**config.mk**
```make
export PLATFORM = sky130hd
export DESIGN_NAME = cst_arbiter
export DESIGN_NICKNAME = d
export VERILOG_FILES = /design/src/rtl/cst_pkg.sv /design/src/rtl/cst_thr_timer.sv /design/src/rtl/cst_state_fsm.sv /design/src/rtl/cst_arbiter.sv
export SDC_FILE = /design/constraint.sdc
export NUM_CORES = 1
export LEC_CHECK = 0
export BUFFER_PORTS_ARGS = -buffer_cell sky130_fd_sc_hd__buf_2
export CELL_PAD_IN_SITES_DETAIL_PLACEMENT = 0
export CELL_PAD_IN_SITES_GLOBAL_PLACEMENT = 1
export CORE_ASPECT_RATIO = 1.75
export CORE_MARGIN = 4
export CORE_UTILIZATION = 30
export CTS_CLUSTER_DIAMETER = 50
export DETAILED_ROUTE_END_ITERATION = 8
export PLACE_DENSITY_LB_ADDON = 0.15
export SYNTH_ARGS = -nofsm -noshare
export SYNTH_HDL_FRONTEND = slang
export SYNTH_SLANG_ARGS = --single-unit
export TNS_END_PERCENT = 1
```
**constraint.sdc**
```tcl
create_clock -name clk -period 4.64 [get_ports clk]
set_input_delay 0.232 -clock clk [delete_from_list [all_inputs] [get_ports clk]]
set_output_delay 0.232 -clock clk [all_outputs]
set_load 0.02 [all_outputs]
```
**src/rtl/cst_pkg.sv**
```systemverilog
package cst_pkg;

  typedef enum logic [2:0] {
    CS_RUN       = 3'd0,
    CS_HALT      = 3'd1,
    CS_STOP      = 3'd2,
    CS_STOP_HALT = 3'd3,
    CS_SLEEP     = 3'd4
  } cst_state_e;

  // States in which the stop-clock line is held continuously
  function automatic logic stop_forced(input cst_state_e s);
    return (s == CS_STOP) || (s == CS_STOP_HALT) || (s == CS_SLEEP);
  endfunction

  // Fixed priority: sleep, level-2 read, then per-state events
  function automatic cst_state_e next_state(
    input cst_state_e s,
    input logic       slp,
    input logic       l2,
    input logic       hlt,
    input logic       brk,
    input logic       irq
  );
    cst_state_e n;
    n = s;
    if (s == CS_SLEEP) begin
      n = CS_SLEEP;
    end else if (slp) begin
      n = CS_SLEEP;
    end else if (l2) begin
      case (s)
        CS_RUN:  n = CS_STOP;
        CS_HALT: n = CS_STOP_HALT;
        default: n = s;
      endcase
    end else begin
      case (s)
        CS_RUN:       n = hlt ? CS_HALT : CS_RUN;
        CS_HALT:      n = irq ? CS_RUN : CS_HALT;
        CS_STOP:      n = brk ? CS_RUN : CS_STOP;
        CS_STOP_HALT: n = brk ? CS_HALT : CS_STOP_HALT;
        default:      n = s;
      endcase
    end
    return n;
  endfunction

endpackage

```
**src/rtl/cst_thr_timer.sv**
```systemverilog
module cst_thr_timer #(
  parameter int PW = 8
) (
  input  logic          clk,
  input  logic          rst_n,
  input  logic          run,
  input  logic [PW-1:0] period_cfg,
  input  logic [PW-1:0] duty_cfg,
  output logic          stop_phase
);

  localparam logic [PW-1:0] ONE = {{(PW-1){1'b0}}, 1'b1};

  function automatic logic [PW-1:0] eff_period(input logic [PW-1:0] p);
    return (p == '0) ? ONE : p;
  endfunction

  function automatic logic [PW-1:0] eff_duty(input logic [PW-1:0] d,
                                             input logic [PW-1:0] p);
    return (d > p) ? p : d;
  endfunction

  logic [PW-1:0] per_w, duty_w, thresh_w, cnt_q;
  logic [PW:0]   cnt_inc_w;
  logic          wrap_w;

  assign per_w     = eff_period(period_cfg);
  assign duty_w    = eff_duty(duty_cfg, per_w);
  assign thresh_w  = per_w - duty_w;
  assign cnt_inc_w = {1'b0, cnt_q} + {{PW{1'b0}}, 1'b1};
  assign wrap_w    = cnt_inc_w >= {1'b0, per_w};

  always_ff @(posedge clk) begin
    if (!rst_n)      cnt_q <= '0;
    else if (!run)   cnt_q <= '0;
    else if (wrap_w) cnt_q <= '0;
    else             cnt_q <= cnt_inc_w[PW-1:0];
  end

  assign stop_phase = run && (cnt_q >= thresh_w);

  AST_TIMER_CLEARS: assert property (@(posedge clk) disable iff (!rst_n)
    !run |=> (cnt_q == '0));

endmodule

```
**src/rtl/cst_state_fsm.sv**
```systemverilog
module cst_state_fsm
  import cst_pkg::*;
(
  input  logic       clk,
  input  logic       rst_n,
  input  logic       sleep_en,
  input  logic       l2_rd,
  input  logic       halt,
  input  logic       brk_evt,
  input  logic       intr_in,
  output cst_state_e state_q,
  output logic       intr_q
);

  cst_state_e nxt_w;
  logic       wake_w;

  assign nxt_w  = next_state(state_q, sleep_en, l2_rd, halt, brk_evt, intr_in);
  assign wake_w = (state_q == CS_HALT) && (nxt_w == CS_RUN);

  always_ff @(posedge clk) begin
    if (!rst_n) begin
      state_q <= CS_RUN;
      intr_q  <= 1'b0;
    end else begin
      state_q <= nxt_w;
      intr_q  <= wake_w;
    end
  end

  AST_SLEEP_WINS: assert property (@(posedge clk) disable iff (!rst_n)
    sleep_en |=> (state_q == CS_SLEEP));
  AST_SLEEP_HOLDS: assert property (@(posedge clk) disable iff (!rst_n)
    (state_q == CS_SLEEP) |=> (state_q == CS_SLEEP));
  AST_L2_FROM_RUN: assert property (@(posedge clk) disable iff (!rst_n)
    (state_q == CS_RUN && l2_rd && !sleep_en) |=> (state_q == CS_STOP));
  AST_L2_FROM_HALT: assert property (@(posedge clk) disable iff (!rst_n)
    (state_q == CS_HALT && l2_rd && !sleep_en) |=> (state_q == CS_STOP_HALT));
  AST_STOP_BREAK: assert property (@(posedge clk) disable iff (!rst_n)
    (state_q == CS_STOP && brk_evt && !l2_rd && !sleep_en) |=> (state_q == CS_RUN));
  AST_STOP_HALT_BREAK: assert property (@(posedge clk) disable iff (!rst_n)
    (state_q == CS_STOP_HALT && brk_evt && !l2_rd && !sleep_en) |=> (state_q == CS_HALT));
  AST_INTR_ONLY_ON_WAKE: assert property (@(posedge clk) disable iff (!rst_n)
    intr_q |-> (state_q == CS_RUN && $past(state_q) == CS_HALT));

endmodule

```
**src/rtl/cst_arbiter.sv**
```systemverilog
module cst_arbiter
  import cst_pkg::*;
#(
  parameter int PW = 8
) (
  input  logic          clk,
  input  logic          rst_n,
  input  logic          sw_thr_en,
  input  logic          therm_n,
  input  logic          l2_rd,
  input  logic          halt,
  input  logic          brk_evt,
  input  logic          intr_in,
  input  logic          sleep_en,
  input  logic [PW-1:0] period_cfg,
  input  logic [PW-1:0] duty_cfg,
  output logic          stop_clk,
  output logic          intr_out,
  output logic [2:0]    state_o
);

  cst_state_e state_w;
  logic       intr_w;
  logic       thr_req_w;
  logic       thr_run_w;
  logic       stop_phase_w;
  logic       stop_d_w;
  logic       stop_q;

  cst_state_fsm u_fsm (
    .clk      (clk),
    .rst_n    (rst_n),
    .sleep_en (sleep_en),
    .l2_rd    (l2_rd),
    .halt     (halt),
    .brk_evt  (brk_evt),
    .intr_in  (intr_in),
    .state_q  (state_w),
    .intr_q   (intr_w)
  );

  // Throttle request: software enable or active-low thermal input
  assign thr_req_w = sw_thr_en | ~therm_n;
  assign thr_run_w = (state_w == CS_RUN) && thr_req_w;

  cst_thr_timer #(.PW(PW)) u_timer (
    .clk        (clk),
    .rst_n      (rst_n),
    .run        (thr_run_w),
    .period_cfg (period_cfg),
    .duty_cfg   (duty_cfg),
    .stop_phase (stop_phase_w)
  );

  assign stop_d_w = stop_forced(state_w) | stop_phase_w;

  always_ff @(posedge clk) begin
    if (!rst_n) stop_q <= 1'b0;
    else        stop_q <= stop_d_w;
  end

  assign stop_clk = stop_q;
  assign intr_out = intr_w;
  assign state_o  = state_w;

  AST_STOP_HELD: assert property (@(posedge clk) disable iff (!rst_n)
    (state_w == CS_STOP || state_w == CS_STOP_HALT || state_w == CS_SLEEP) |=> stop_clk);
  AST_HALT_RUNS_CLOCK: assert property (@(posedge clk) disable iff (!rst_n)
    (state_w == CS_HALT) |=> !stop_clk);
  AST_NO_REQ_NO_STOP: assert property (@(posedge clk) disable iff (!rst_n)
    (state_w == CS_RUN && !sw_thr_en && therm_n) |=> !stop_clk);

endmodule

```
== Yosys cells after proc, flatten, opt, wreduce, memory -nomap -nowiden ==
Cells that the tools add are included.
Cells by class
  muxes and demuxes: 11
  reductions and logical operators: 9
  equality and inequality tests: 4
  add/subtract/negate cells: 2
  magnitude comparators: 3
  bitwise logic cells: 5
Operators by type and width (count)
  2-to-1 mux 8 bit: 2
  one-hot mux 3 bit (4 select lines): 1
  adder 8 x 1 -> 9 bit (second input constant): 1
  greater-or-equal comparator 9 x 8 -> 1 bit: 1
  2-to-1 mux 3 bit: 3
  greater-or-equal comparator 8 bit: 1
  greater-than comparator 8 bit: 1
  zero test 8 bit: 1
  subtractor 8 bit: 1
  == test 3 x 2 -> 1 bit (second input constant): 2
  zero test 3 bit: 2
  one-hot mux 3 bit (2 select lines): 1
  2-to-1 mux 2 bit: 2
  == test 3 x 1 -> 1 bit (second input constant): 1
  == test 3 bit (second input constant): 1
  logical AND 1 bit: 3
  NOT 1 bit: 3
  OR reduction 3 bit: 1
  logical OR 1 bit: 2
  2-to-1 mux 1 bit: 2
  bitwise OR 1 bit: 2
Word-level totals
  output and inout bits: 5
  word-level logic and storage cells: 38
  register bits after elaboration: 13

== Logic depth before layout (Yosys ltp) ==
Gate-level depths: netlist (run 1).
  depth in word-level cells: 8
  gate-level depth with buffers: 19
  gate-level depth less buffers: 19

== Hierarchy ==
From an unflattened synthesis (run 1), not the netlist that was laid out.
Unflattened totals
  cells, all modules: 183
  area total of the unflattened synthesis: 1532.7 µm²
By module, submodules not included
  cst_thr_timer: sequential area each 160.2 µm², area an instance 1315.0 µm², times used 1, cells an instance 161
  cst_state_fsm: sequential area each 80.1 µm², area an instance 156.4 µm², times used 1, cells an instance 16
  cst_arbiter: sequential area each 20.0 µm², area an instance 61.3 µm², times used 1, cells an instance 6

== Least setup slack after synthesis (run 1) ==
Ideal clock, no wire load.
  path kind: input port to flip-flop
  start: input period_cfg[2]
  end: register stop_q, in the netlist stop_clk
  data arrival time: 3.747 ns
  stages: 18
  buffers on the path: 0
  data required time: 4.566 ns
  slack: 0.819 ns
  cell sequence: nor4_1 > a41o_1 > ha_1 > inv_1 > a21oi_1 > o21ai_0 > a21oi_4 > mux2_4 > fa_1 > nor2b_1 > o21a_1 > o21ai_0 > nor4b_1 > a2111oi_0 > ha_1 > nand4_1 > or3_1 > a31oi_1
Between the ends
  word-level cells in the longest chain between the ends: 8
Ends and longest elaborated chain
  from (decl): RTL line cst_arbiter.sv:15  | input logic [PW-1:0] period_cfg,
  zero test 8 bit: RTL line cst_thr_timer.sv:15  | return (p == '0) ? ONE : p;
  2-to-1 mux 8 bit (*): RTL line cst_thr_timer.sv:15
  greater-than comparator 8 bit: RTL line cst_thr_timer.sv:20  | return (d > p) ? p : d;
  2-to-1 mux 8 bit: RTL line cst_thr_timer.sv:20
  subtractor 8 bit (*): RTL line cst_thr_timer.sv:29  | assign thresh_w = per_w - duty_w;
  greater-or-equal comparator 8 bit (*): RTL line cst_thr_timer.sv:40  | assign stop_phase = run && (cnt_q >= thresh_w);
  logical AND 1 bit (*): RTL line cst_thr_timer.sv:40
  bitwise OR 1 bit (*): RTL line cst_arbiter.sv:55  | assign stop_d_w = stop_forced(state_w) | stop_phase_w;
  to (signal assigned): RTL line cst_arbiter.sv:59  | else stop_q <= stop_d_w;
  to (decl): RTL line cst_arbiter.sv:28  | logic stop_q;
Every way passes the cells marked *; elsewhere a longest branch is shown, timed or not.
A chain may end at the register's enable or synchronous reset.

== Worst setup path in the final report (run 1) ==
Ends and elaborated chain as after synthesis.

==> results.toml, run 1 <==
[cells_and_area]
post-route-util = 0.3587
area_growth_pct = 14.48
final_layout_size_suffix_gt1_frac = 0.1797
layout.nets = 276
fill_cells = 551
layout.cells.non_filler = 271
layout_common_cells = "ha_1 (32), buf_2 (29), inv_1 (20)"
diodes = 0
final_common_cell = "ha_1"
fin_area_um2 = 1800

[synth]
synthFlopType = "dfxtp_1"
synthAdderAreaFrac = 0.2673
ys_seq_elements = 13
synth-edff-count = 0
synthesis.instances = 192
yosysWarnings = 0
post_synth_num_cell_types = 38
synth_compound_gate_area_share = 0.1973
synth_nets = 250
netlist_area_um2 = 1573
synth-simple-area-share = 0.1774
synth_xor_xnor_area_share = 0.06683
syn_area_per_cell_um2 = 8.191
synthMuxAreaShare = 0.05410
yosysSeqAreaShare = 0.1655
synth.top_cell.area_share = 0.2546
synth_top_family_by_area = "adder cells"
synth_top_area_cell = "ha_1"
ys_top_cells_by_area = "ha_1 (25%), dfxtp_1 (17%), a21oi_1 (5.7%)"
async_flop_share = 0

[die]
die_area_um2 = 6511
die_h_um = 103.8
ios = 30
core_um2 = 5020
initial_utilization = 0.3133
num_rows = 34
die_w_um = 62.74

[timing]
fin_crit_ps = 3997
slew_headroom = 0.5597
setup_tns_ps = 0
rsz0062_at_grt = "false"
finalClockSkew_ps = 1.503
setup_slack_ps = 642.9
fin_crit_sh = 0.8614
fin_hold_ws_ps = 207.6
tightest_slew_ps = 657.5
hold_viol_final = 0
setup_viol = 0
report.final.slew_viol_count = 0
max_freq_ghz = 0.2502

[min_path]
hold_path_class = "input port to flip-flop"
hold_start = "sleep_en"

[placed_design]
place_ws_ps = 347.6
gp_congestion = 0.7152
dpl.hpwl_um = 3448
portBuffers = 29
dp.cells = 267
placed_cell_area_um2 = 1755

[grt]
antenna_found_initial = 0
grt_usage = 0.1272
grt_pass1_wl_um = 6699
overflow = 0
grt_pass1_vias = 1487
grt_max_degree = 13

[drt]
drtIter0Drc = 34
first_pass_iters = 4
wl_um = 3855
drtAntennaViolNets = 0
drc_errors = 0
wire_per_inst_um = 14.23
route.vias.total = 1380
vias_per_cell = 5.092

[clock_tree]
cts_resized = 0
cts-root-buf = "clkbuf_8"
cts_tree = "built"
clockBufferDepth = 2
cts_buffers = 3
post_cts_buffers = 0
clkTransAtPathRegs_ps = 60
h-tree-depth = 1
clock_sinks = 13
postCtsHoldBufs = 0
clk_latency_ps = 240

[setup_path]
critPathLaunchType = "input port"
reg2reg_from = "u_timer.cnt_q[0]"
path_class = "input port to flip-flop"
startpoint = "period_cfg[2]"
worstPathMaxFanout = 6
cp.required_ps = 4810
end_kind = "flip-flop"
worst_ep_arrival_time_ps = 4170

[run_status]
status = "complete, no violations"

[flow_run]
max-cap-violations = 0

[pwr]
power_leakage_nw = 0.9205
power.density_nw_per_um2 = 215.5
power.total_mw = 0.3880
peakVddDrop_v = 0.00006312
-- layer usage --
metal | routed length, µm | track usage
met5 | 0 | 0
met4 | 25 | 0.03318
met3 | 132 | 0.01192
met2 | 2275 | 0.2681
met1 | 1422 | 0.1251
-- final timing paths --
check | endpoint | slack, ps | depth (start not counted)
worst min register to register | u_timer.cnt_q[0] | 550 | 1
worst max-delay path | stop_clk | 640 | 20
worst min-delay path | u_fsm.state_q[2] | 210 | 2
worst max register to register | u_timer.cnt_q[1] | 2280 | 8
-- where the power goes --
part	total [mW]	switching, mW	internal [mW]
registers	0.120	0.00532	0.115
logic	0.167	0.0900	0.0772
clock network	0.101	0.0402	0.0606
total	0.388	0.136	0.252
-- critical path, cell delays in order --
cell       delay (ps)
buf_2             120
nor4_1            260
a41o_1            270
ha_1              170
inv_1              40
a21oi_1           120
o21ai_0           170
a21oi_4           220
buf_4             200
mux2i_1           200
ha_1              280
nor2b_1           140
o21a_1            170
o21ai_0           210
a21oi_1            90
a2111oi_0         440
ha_1              210
nand4_1            80
or3_1             380
a31oi_1           160
-- registers in the layout, indices dropped and copies added, names as in the netlist --
register	count
u_timer.cnt_q	8
u_fsm.state_q	3
stop_clk	1
u_fsm.intr_q	1
-- synthesized netlist by cell type (2+ instances only) --
cell type  number
ha_1           32
inv_1          20
a21oi_1        18
dfxtp_1        13
nand2_1        12
nor2_1          9
o21ai_0         8
clkbuf_1        7
mux2i_1         7
xnor2_1         7
a21o_1          6
nand2b_1        6
xor2_1          5
a211oi_1        4
nand3_1         4
nand4_1         4
nor3_1          4
o21a_1          3
nor2b_1         2
nor4_1          2
or3_1           2
-- layout make-up --
type	count	area (µm²)	share of cell area
tap	54	67.56	0.03753
timing repair buffer	30	152.6	0.08478
multi-input combinational	150	1200	0.6664
sequential	13	260.3	0.1445
clock buffer	4	45.04	0.02502
inverter	20	75.07	0.04170
-- logic make-up after synthesis --
group / count (synthesis)
mux: 8
xor+xnor: 12
buf+inv: 29
flops: 13
fa+ha+maj: 33
compound gates: 46
simple gates: 51
Power figures use the tool's default switching activity.
==> run 2, diff against run 1 <==
Settings changed: PLACE_DENSITY set to 0.63, PLACE_DENSITY_LB_ADDON 0.15 to not set.
==> run 2 against run 1 <==
- global-route usage is 0.78 points lower
- clock skew is 2.7 ps higher
- core utilization stayed put
- cell count stayed put
- hold slack worse by 12 ps
==> results.toml, run 2 (synthesis gave the netlist of run 1 again) <==
[run_status]
status = "complete, no violations"

[drt]
top_layer = "met4"
wl_met2_um = 2183
drtAntennaViolNets = 0
drtIter0Drc = 36
vias_per_cell = 5.133
first_pass_iters = 4
wire_per_inst_um = 13.82
dr_wl_met3_um = 135
drc_errors = 0
wl_met1_um = 1402
route.vias.total = 1391
wl_um = 3745

[cells_and_area]
top_register = "u_timer.cnt_q"
largest_reg_flops = 8
final_layout_size_suffix_gt1_frac = 0.1797
final_common_cell = "ha_1"
layout_common_cells = "ha_1 (32), buf_2 (29), inv_1 (20)"
diodes = 0
largestRegisters = "u_timer.cnt_q x8, u_fsm.state_q x3"
fill_cells = 558
area_growth_pct = 14.48
layout.nets = 276

[clock_tree]
cts-root-buf = "clkbuf_8"
post_cts_buffers = 0
clockBufferDepth = 2
cts_buffers = 3
cts_resized = 0
clkTransAtPathRegs_ps = 50
clk_latency_ps = 240
clock_sinks = 13
postCtsHoldBufs = 0
cts_tree = "built"
h-tree-depth = 1

[setup_path]
end_kind = "flip-flop"
worstPathMaxFanout = 6
r2r_end = "u_timer.cnt_q[1]"
path_class = "input port to flip-flop"
cp.required_ps = 4810
rrSetupSlack_ps = 2230
critical_path.endpoint = "stop_clk"
critPathLaunchType = "input port"
r2r_cells = 8
startpoint = "period_cfg[2]"
worst_ep_arrival_time_ps = 4140
reg2reg_from = "u_timer.cnt_q[0]"

[pwr]
peakVddDrop_v = 0.00007330
p_int_mw = 0.2525
power_leakage_nw = 0.9205
pwr-share-clk = 0.254
seq_power_share = 0.314
power.share.switching = 0.3414
power.density_nw_per_um2 = 212.9
p_switching_mw = 0.1309
combPwrFrac = 0.432

[timing]
rsz0062_at_grt = "false"
finalClockSkew_ps = 4.209
slew_headroom = 0.5650
fin_crit_sh = 0.8567
setup_viol = 0
setup_slack_ps = 664.8
max_freq_ghz = 0.2516
hold_viol_final = 0
report.final.slew_viol_count = 0
setup_tns_ps = 0
tightest_slew_ps = 649.7
fin_crit_ps = 3975

[grt]
grt_pass1_vias = 1423
antenna_found_initial = 0
grt_max_degree = 13
grt_pass1_wl_um = 6292
grt_usage = 0.1194
overflow = 0

[placed_design]
portBuffers = 29
place_ws_ps = 401.0
dpl.hpwl_um = 3369
gp_congestion = 0.7355

[min_path]
hold_start = "sleep_en"
hold_path_class = "input port to flip-flop"

[die]
ios = 30
num_rows = 34
die_area_um2 = 6511
die_h_um = 103.8
initial_utilization = 0.3133
die_w_um = 62.74
core_um2 = 5020

[flow_run]
max-cap-violations = 0
[run 2: cell counts in the layout (fill, tap and decap cells not counted)]
Identical to the previous run, type by type.
[run 2: critical path, stage by stage]
cell and delay [ps]:
buf_2 120, nor4_1 300, a41o_1 270, ha_1 160, inv_1 40, a21oi_1 100, o21ai_0 180, a21oi_4 230
buf_4 200, mux2i_1 190, ha_1 280, nor2b_1 140, o21a_1 170, o21ai_0 190, a21oi_1 90, a2111oi_0 410
ha_1 210, nand4_1 80, or3_1 380, a31oi_1 160
[run 2: through the flow]
stage	hold slack, ps	power, mW	util	area, µm²	instances
finish	195.8	0.3834	0.3587	1800	271
global route	212.7	0.4185	0.3587	1800	271
CTS	191.7	0.3925	0.3587	1800	271
detailed placement	443.8	0.2917	0.3497	1755	267
global placement	443.3	0.2917	0.3497	1755	267
floorplan	342.2	0.2443	-	1573	192
[run 2: layout make-up]
class	count	area [µm²]	area share
well taps	54	67.56	0.03753
multi-input cells	150	1200	0.6664
repair buffers	30	152.6	0.08478
clock buffers	4	45.04	0.02502
flip-flops and latches	13	260.3	0.1445
inverters	20	75.07	0.04170
[run 2: worst min path at each step]
stage                  endpoint  slack, ps  cells past startpoint
6_report       u_fsm.state_q[2]        200                      2
5_1_grt        u_fsm.state_q[2]        210                      2
4_1_cts        u_fsm.state_q[2]        190                      2
3_5_place_dp   u_fsm.state_q[2]        440                      2
3_3_place_gp   u_fsm.state_q[2]        440                      2
2_1_floorplan  u_fsm.state_q[2]        340                      1
[run 2: layer usage]
layer / up-vias / global-route usage
met5: - / 0
met4: 0 / 0.03791
met3: 2 / 0.01300
met2: 27 / 0.2483
met1: 630 / 0.1163
li1: 732 / -
[run 2: power by group through the flow]
stage	clock, mW	combinational (mW)	sequential (mW)
final	0.0975	0.166	0.120
after global routing	0.106	0.191	0.121
after CTS	0.102	0.170	0.120
after detailed placement	0	0.169	0.123
after global placement	0	0.169	0.123
after floorplan	0	0.122	0.123
==> run 3, diff against run 2 <==
Settings changed: CORE_MARGIN 4 to 2.
==> run 3 against run 2 <==
- the run now ends with DRC left
- critical path type unchanged
- worst setup slack improved by 6.0 ps
- highest routed layer unchanged
- maximum frequency increased by 0.15%
- power rose by 0.55%
- first-iteration DRC count shrank 31%
- die area shrank 10%
- clock power is essentially flat
- final area is the same
- sequential share of layout area is the same
- largest cell class unchanged
- sequential cell count stayed put
- core utilization is the same
==> results.toml, run 3 (synthesis gave the netlist of run 1 again) <==
[run_status]
status = "finished, violations left"
violations = "DRC"

[cells_and_area]
largestRegisters = "u_timer.cnt_q x8, u_fsm.state_q x3"
fill_cells = 567
top_register = "u_timer.cnt_q"
largest_reg_flops = 8
fin_area_um2 = 1800
final_layout_size_suffix_gt1_frac = 0.1797
layout.nets = 276
layout_common_cells = "ha_1 (32), buf_2 (29), inv_1 (20)"
post-route-util = 0.3587
area_growth_pct = 14.48
final_common_cell = "ha_1"
diodes = 0

[drt]
wire_per_inst_um = 13.73
first_pass_iters = 6
drtIter0Drc = 25
route.vias.total = 1397
vias_per_cell = 5.155
drtAntennaViolNets = 0
wl_um = 3721
drc_errors = 4

[clock_tree]
clk_latency_ps = 240
clockBufferDepth = 2
cts_tree = "built"
cts_resized = 0
clkTransAtPathRegs_ps = 60
cts_buffers = 3
clock_sinks = 13
postCtsHoldBufs = 0
cts-root-buf = "clkbuf_8"
h-tree-depth = 1
post_cts_buffers = 0

[setup_path]
cp.required_ps = 4810
end_kind = "flip-flop"
r2r_cells = 8
critPathLaunchType = "input port"
max_stage_delay_ps = 400
crit_buf_inv = 3
r2r_end = "u_timer.cnt_q[1]"
reg2reg_from = "u_timer.cnt_q[0]"
cp_cell_sequence = "buf_2 > nor4_1 > a41o_1 > ha_1 > inv_1 > a21oi_1 > o21ai_0 > a21oi_4 > buf_4 > mux2i_1 > ha_1 > nor2b_1 > o21a_1 > o21ai_0 > a21oi_1 > a2111oi_0 > ha_1 > nand4_1 > or3_1 > a31oi_1"
worstPathMaxFanout = 6
crit_family = "compound AO/OA/AOI/OAI gates"
worst_ep_arrival_time_ps = 4140
crit_slowest_cell = "a2111oi_0"
path_class = "input port to flip-flop"
crit_top_cell = "ha_1"
rrSetupSlack_ps = 2240

[timing]
fin_crit_ps = 3969
setup_tns_ps = 0
fin_crit_sh = 0.8554
rsz0062_at_grt = "false"
finalClockSkew_ps = 1.760
tightest_slew_ps = 652.4
setup_viol = 0
report.final.slew_viol_count = 0
hold_viol_final = 0
slew_headroom = 0.5632
max_freq_ghz = 0.2519

[grt]
grt_pass1_wl_um = 6479
overflow = 0
grt_pass1_vias = 1411
antenna_found_initial = 0
grt_usage = 0.1413
grt_max_degree = 13

[die]
die_w_um = 58.74
core_um2 = 5020
ios = 30
num_rows = 34
die_h_um = 99.79
initial_utilization = 0.3133
die_area_um2 = 5861

[min_path]
hold_start = "sleep_en"
min_to = "u_fsm.state_q[2]"
worstHoldPathCells = 2
hold_path_class = "input port to flip-flop"

[flow_run]
max-cap-violations = 0

[placed_design]
portBuffers = 29
placed_cell_area_um2 = 1755
gp_congestion = 0.7288
dpl.hpwl_um = 3291

[pwr]
power.total_mw = 0.3855
power.density_nw_per_um2 = 214.1
power_leakage_nw = 0.9205
peakVddDrop_v = 0.00007182
==> run 3: cell counts in the layout (fill, tap and decap cells not counted) <==
Identical to the previous run, type by type.
==> run 3: stage by stage <==
step	worst slack (ps)	cells	hold WS, ps
2_1_floorplan	818.9	192	342.2
3_3_place_gp	447.9	267	452.9
3_5_place_dp	410.3	267	453.0
4_1_cts	638.5	271	204.1
5_1_grt	336.8	271	207.6
6_report	670.8	271	201.5
==> run 3: worst max path at each step <==
stage	start	to	slack, ps	cells past startpoint
3_3_place_gp	period_cfg[2]	stop_clk	450	20
6_report	period_cfg[2]	stop_clk	670	20
3_5_place_dp	period_cfg[2]	stop_clk	410	20
4_1_cts	period_cfg[2]	stop_clk	640	20
5_1_grt	period_cfg[2]	stop_clk	340	20
2_1_floorplan	period_cfg[2]	stop_clk	820	18
==> run 3: final cells by class <==
class                      count  area (µm²)  share of cell area
timing repair buffer          30       152.6             0.08478
multi-input combinational    150        1200              0.6664
tap                           54       67.56             0.03753
inverter                      20       75.07             0.04170
sequential                    13       260.3              0.1445
clock buffer                   4       45.04             0.02502
==> run 3: worst register-to-register path, cell delays in order (launching register included) <==
cell,delay [ps]
dfxtp_1,450
ha_1,230
nand3_1,160
nor2_1,170
xor2_1,230
ha_1,210
nand4_1,100
o211ai_1,550
a211oi_1,160
==> run 3: power breakdown <==
part	internal (mW)	total [mW]	switching, mW
sequential	0.115	0.120	0.00551
combinational	0.0772	0.165	0.0879
clock	0.0606	0.100	0.0395
total	0.253	0.385	0.133
==> run 3: routing by layer <==
layer / GRT usage / vias up / share of wire
met4: 0.03147 / 0 / 0.0021
li1: - / 734 / -
met1: 0.1521 / 628 / 0.37
met3: 0.01160 / 2 / 0.035
met2: 0.2821 / 33 / 0.59
met5: 0 / - / 0
